<file path="src/rtl/raster_pkg.sv">
package raster_pkg;
  localparam int CTRL_W          = 8;
  localparam int CTRL_NMI_EN_BIT = 7;
endpackage

</file>
<file path="src/rtl/raster_dot_ctr.sv">
module raster_dot_ctr #(
  parameter int DOTS  = 341,
  parameter int DPC   = 3,
  parameter int CYC_W = 4,
  localparam int DOT_W = $clog2(DOTS),
  localparam int SUM_W = DOT_W + 1
) (
  input  logic             clk_i,
  input  logic             rst_ni,
  input  logic             adv_i,
  input  logic [CYC_W-1:0] cyc_i,
  output logic [DOT_W-1:0] dot_o,
  output logic             wrap_o
);
  logic [DOT_W-1:0] dot_q, dot_d;
  logic [SUM_W-1:0] sum;

  // one wrap per step: max advance must stay below DOTS
  always_comb begin
    sum    = {1'b0, dot_q} + SUM_W'(cyc_i) * SUM_W'(DPC);
    wrap_o = adv_i && (sum >= SUM_W'(DOTS));
    dot_d  = wrap_o ? DOT_W'(sum - SUM_W'(DOTS)) : DOT_W'(sum);
  end

  always_ff @(posedge clk_i or negedge rst_ni) begin
    if (!rst_ni)    dot_q <= '0;
    else if (adv_i) dot_q <= dot_d;
  end

  assign dot_o = dot_q;
endmodule

</file>
<file path="src/rtl/raster_line_ctr.sv">
module raster_line_ctr #(
  parameter int LINES = 262,
  parameter int VBL   = 241,
  localparam int LINE_W = $clog2(LINES)
) (
  input  logic              clk_i,
  input  logic              rst_ni,
  input  logic              wrap_i,
  output logic [LINE_W-1:0] line_o,
  output logic              vbl_start_o,
  output logic              frame_end_o
);
  logic [LINE_W-1:0] line_q;

  assign frame_end_o = wrap_i && (line_q == LINE_W'(LINES - 1));
  assign vbl_start_o = wrap_i && (line_q == LINE_W'(VBL - 1));

  always_ff @(posedge clk_i or negedge rst_ni) begin
    if (!rst_ni)          line_q <= '0;
    else if (frame_end_o) line_q <= '0;
    else if (wrap_i)      line_q <= line_q + 1'b1;
  end

  assign line_o = line_q;
endmodule

</file>
<file path="src/rtl/raster_flags.sv">
module raster_flags
  import raster_pkg::*;
(
  input  logic              clk_i,
  input  logic              rst_ni,
  input  logic              vbl_start_i,
  input  logic              frame_end_i,
  input  logic              ctrl_we_i,
  input  logic [CTRL_W-1:0] ctrl_wdata_i,
  input  logic              nmi_ack_i,
  input  logic              sprite0_set_i,
  output logic              vblank_o,
  output logic              sprite0_hit_o,
  output logic              nmi_o,
  output logic              frame_done_o
);
  logic en_q, en_d, vbl_q, s0_q, nmi_q, fd_q;
  logic en_rise, nmi_set;

  always_comb begin
    en_d    = ctrl_we_i ? ctrl_wdata_i[CTRL_NMI_EN_BIT] : en_q;
    en_rise = ctrl_we_i && !en_q && ctrl_wdata_i[CTRL_NMI_EN_BIT] && vbl_q;
    nmi_set = (vbl_start_i && en_d) || en_rise;
  end

  // priority: frame end clear > set > acknowledge
  always_ff @(posedge clk_i or negedge rst_ni) begin
    if (!rst_ni) begin
      en_q  <= 1'b0;
      vbl_q <= 1'b0;
      s0_q  <= 1'b0;
      nmi_q <= 1'b0;
      fd_q  <= 1'b0;
    end else begin
      en_q <= en_d;
      fd_q <= frame_end_i;
      if (frame_end_i)      vbl_q <= 1'b0;
      else if (vbl_start_i) vbl_q <= 1'b1;
      if (frame_end_i || vbl_start_i) s0_q <= 1'b0;
      else if (sprite0_set_i)         s0_q <= 1'b1;
      if (frame_end_i)    nmi_q <= 1'b0;
      else if (nmi_set)   nmi_q <= 1'b1;
      else if (nmi_ack_i) nmi_q <= 1'b0;
    end
  end

  assign vblank_o      = vbl_q;
  assign sprite0_hit_o = s0_q;
  assign nmi_o         = nmi_q;
  assign frame_done_o  = fd_q;
endmodule

</file>
<file path="src/rtl/raster_timer.sv">
module raster_timer
  import raster_pkg::*;
#(
  parameter int DOTS  = 341,
  parameter int LINES = 262,
  parameter int VBL   = 241,
  parameter int DPC   = 3,
  parameter int CYC_W = 4,
  localparam int DOT_W  = $clog2(DOTS),
  localparam int LINE_W = $clog2(LINES)
) (
  input  logic              clk_i,
  input  logic              rst_ni,
  input  logic              cyc_valid_i,
  input  logic [CYC_W-1:0]  cyc_cnt_i,
  input  logic              ctrl_we_i,
  input  logic [CTRL_W-1:0] ctrl_wdata_i,
  input  logic              nmi_ack_i,
  input  logic              sprite0_set_i,
  output logic [DOT_W-1:0]  dot_o,
  output logic [LINE_W-1:0] line_o,
  output logic              vblank_o,
  output logic              sprite0_hit_o,
  output logic              nmi_o,
  output logic              frame_done_o
);
  logic wrap, vbl_start, frame_end;

  raster_dot_ctr #(.DOTS(DOTS), .DPC(DPC), .CYC_W(CYC_W)) i_dot (
    .clk_i, .rst_ni, .adv_i(cyc_valid_i), .cyc_i(cyc_cnt_i),
    .dot_o, .wrap_o(wrap)
  );

  raster_line_ctr #(.LINES(LINES), .VBL(VBL)) i_line (
    .clk_i, .rst_ni, .wrap_i(wrap), .line_o,
    .vbl_start_o(vbl_start), .frame_end_o(frame_end)
  );

  raster_flags i_flags (
    .clk_i, .rst_ni, .vbl_start_i(vbl_start), .frame_end_i(frame_end),
    .ctrl_we_i, .ctrl_wdata_i, .nmi_ack_i, .sprite0_set_i,
    .vblank_o, .sprite0_hit_o, .nmi_o, .frame_done_o
  );
endmodule

</file>
<file path="config.mk">
export PLATFORM = sky130hd
export DESIGN_NAME = raster_timer
export DESIGN_NICKNAME = d
export VERILOG_FILES = /design/src/rtl/raster_pkg.sv /design/src/rtl/raster_dot_ctr.sv /design/src/rtl/raster_line_ctr.sv /design/src/rtl/raster_flags.sv /design/src/rtl/raster_timer.sv
export SDC_FILE = /design/constraint.sdc
export NUM_CORES = 1
export LEC_CHECK = 0
export BUFFER_PORTS_ARGS = -buffer_cell sky130_fd_sc_hd__buf_4
export CAP_MARGIN = 25
export CORE_ASPECT_RATIO = 1.25
export CORE_MARGIN = 4
export CORE_UTILIZATION = 26
export DETAILED_ROUTE_END_ITERATION = 6
export GPL_TIMING_DRIVEN = 0
export HOLD_SLACK_MARGIN = 0.15
export PLACE_DENSITY_LB_ADDON = 0.1
export SETUP_SLACK_MARGIN = 0.2
export SKIP_CTS_REPAIR_TIMING = 1
export SLEW_MARGIN = 10
export SYNTH_ARGS = -nofsm -noshare
export SYNTH_HDL_FRONTEND = slang
export SYNTH_SLANG_ARGS = --single-unit
</file>
<file path="constraint.sdc">
create_clock -name clk_i -period 7.9 [get_ports clk_i]
set_clock_uncertainty 0.15 [all_clocks]
set_input_delay 0.395 -clock clk_i [delete_from_list [all_inputs] [get_ports clk_i]]
set_output_delay 0.395 -clock clk_i [all_outputs]
set_load 0.03 [all_outputs]
</file>
==> results.py <==
metrics = {
    "outcome": {
        "outcome": "finished clean",
    },
    "placement": {
        "hpwl_mm": 3.819,
        "placed_area_sq_um": 2131,
        "finalWeightedCongestion": 0.7178,
        "numPortBuffers": 31,
        "place_ws_ps": 3914,
    },
    "route": {
        "drt_iter0_markers": 53,
        "wl_per_cell_um": 15.54,
        "antenna_left": 0,
        "avgViaCountPerCell": 5.084,
        "vias": 1642,
        "wl_mm": 5.020,
        "post-route-drc-count": 0,
        "firstDrtPassIters": 4,
    },
    "synth": {
        "syn_nets": 234,
        "synth_area_per_cell_sq_um": 8.946,
        "synth_edf_count": 0,
        "seq_area_frac_synth_pct": 32.17,
        "synthCells": 200,
        "synth_seq_cells": 23,
        "synthTopCellsByCount": "dfrtp_1, inv_1, a21oi_1, ha_1, nor2_1",
        "ys_types": 54,
        "synth_ff_type": "dfrtp_1",
        "synthTopCellsByArea": "dfrtp_1, ha_1, fa_1",
        "yosysWarnings": 0,
        "syn_area_sq_um": 1789,
        "synth_top_area_share_pct": 32.17,
        "synthArstFlopShare_pct": 100.0,
        "yosysTopAreaCell": "dfrtp_1",
        "yosysMostFrequentCell": "dfrtp_1",
    },
    "sta": {
        "relSlewSlack_pct": 35.64,
        "period_needed_ps": 3874,
        "setup_viol": 0,
        "min_period_over_period_pct": 49.04,
        "worst_slack_ps": 4026,
        "final_hold_viol_count": 0,
        "fmax_mhz": 258.1,
        "grt_setup_unrepaired": "no",
        "tns_ps": 0,
        "tightest_slew_ps": 950.4,
        "slew_viol_final": 0,
    },
    "final_layout": {
        "final_area_sq_um": 2186,
        "diodes": 0,
        "drive_gt1_share_pct": 19.49,
        "fill_cells": 716,
        "layout.nets": 271,
        "final_util_pct": 33.09,
        "syn2layout_area_growth_pct": 22.17,
    },
    "floorplan": {
        "die_y_um": 100.7,
        "die_w_um": 82.20,
        "core_sq_um": 6606,
        "io_pins": 40,
        "dieArea_sq_um": 8281,
        "rows": 33,
        "start_util_pct": 27.08,
    },
    "cts": {
        "clockRootBuffer": "clkbuf_8",
        "clk_pin_slew_ps": 90,
        "clock_latency_ps": 270,
        "clock_path_buffers": 2,
        "clock_sinks": 23,
        "cts.htree.levels": 1,
        "cts_tree": "yes",
        "numCtsBuffers": 3,
    },
    "flow_run": {
        "maxCapViolations": 0,
    },
    "worst_hold_path": {
        "hold_depth": 3,
        "min_to": "i_flags.sprite0_hit_o$_DFFE_PN0P_",
        "min_path_type": "input pin to flip-flop",
        "holdCritStartpoint": "sprite0_set_i",
    },
    "power": {
        "power.density_nw_per_um2": 511.5,
        "p_leak_nw": 0.9881,
        "power.total_mw": 1.118,
        "ir_drop_mv": 0.1740,
    },
    "critical_path": {
        "cp-end-kind": "flip-flop",
        "cp-start-kind": "flip-flop",
        "timing.rr.end": "i_line.line_o[8]$_DFFE_PN0P_",
        "worstReg2RegStart": "i_dot.dot_o[1]$_DFFE_PN0P_",
        "rrSetupSlack_ps": 4030,
        "crit_fanout": 6,
        "critPathArrivalTime_ps": 3900,
        "crit_start": "i_dot.dot_o[1]$_DFFE_PN0P_",
        "crit_required_ps": 7920,
        "critPathKind": "flip-flop to flip-flop",
        "reg2reg_depth": 11,
    },
    "global_route": {
        "grt_start_max_net_pins": 24,
        "first_global_vias": 1745,
        "grt_pass1_wl_mm": 8.590,
        "antenna_found_initial": 0,
        "track_usage_pct": 13.28,
        "gr-total-overflow": 0,
    },
}
-- metrics by stage --
| stage | std cells | hold WS (ps) |
|---|---|---|
| global placement | 318 | 178.9 |
| floorplan | 200 | -50.59 |
| finish | 323 | 229.7 |
| detailed placement | 318 | 178.0 |
| CTS | 322 | -122.4 |
| global route | 323 | 244.1 |
-- critical path, cell delays in order (launching register included) --
cell and delay (ps):
dfrtp_1 380, inv_1 60, fa_1 480, inv_1 40, ha_1 230, fa_1 450, and3_1 220, o21ai_0 220
a32oi_1 150, o311ai_1 820, nand4_1 270, o31ai_1 310
-- registers in the layout, indices dropped and copies added, names as in the netlist --
name	flops
i_dot.dot_o	9
i_flags.en_q	1
i_flags.frame_done_o	1
i_flags.nmi_o	1
i_flags.sprite0_hit_o	1
i_flags.vblank_o	1
i_line.line_o	9
-- how the worst max path moves through the flow --
stage,cells after the start,endpoint,slack [ps]
after global routing,11,i_line.line_o[8]$_DFFE_PN0P_,3680
final,11,i_line.line_o[8]$_DFFE_PN0P_,4030
after global placement,12,i_line.line_o[8]$_DFFE_PN0P_,3930
after detailed placement,12,i_line.line_o[8]$_DFFE_PN0P_,3910
after CTS,11,i_line.line_o[8]$_DFFE_PN0P_,4010
after floorplan,12,i_line.line_o[3]$_DFFE_PN0P_,4320
-- layout make-up --
type	instances	area, sq um	area share [%]
tap	87	108.9	4.980
timing repair buffer	32	242.7	11.10
inverter	14	52.55	2.404
multi-input combinational	155	1121	51.29
clock buffer	4	45.04	2.061
sequential	23	575.6	26.33
buffer	8	40.04	1.832
-- power by group --
group          internal [mW]  switching [mW]
combinational          0.314           0.519
clock                 0.0361          0.0416
sequential             0.157          0.0499
-- layout by cell type (no fill, tap or decap), types with 4 or more instances in the layout --
master     n
clkbuf_1   5
nand3_1   10
and3_1     5
nand4_1    7
fa_1       4
inv_1     13
nand2_1   11
a21oi_1   12
nor3_1     6
dfrtp_1   23
nor2_1    12
ha_1      12
a31oi_1    4
o31ai_1    5
o21ai_0    7
buf_4     33
nor4_1     8
-- kinds of logic after synthesis --
kind of cell / after synthesis / share of synthesized area, %
compound gates: 52 / 19.72
xor+xnor: 7 / 3.847
fa+ha+maj: 16 / 12.87
buf+inv: 22 / 5.174
flops: 23 / 32.17
mux: 5 / 2.937
simple gates: 75 / 23.29
-- layer usage --
metal / track usage, % / wire [um]
met2: 23.27 / 2517
met1: 16.83 / 2295
met4: 3.964 / 57
met3: 1.342 / 149
met5: 0 / 0
Power figures use the tool's default switching activity.
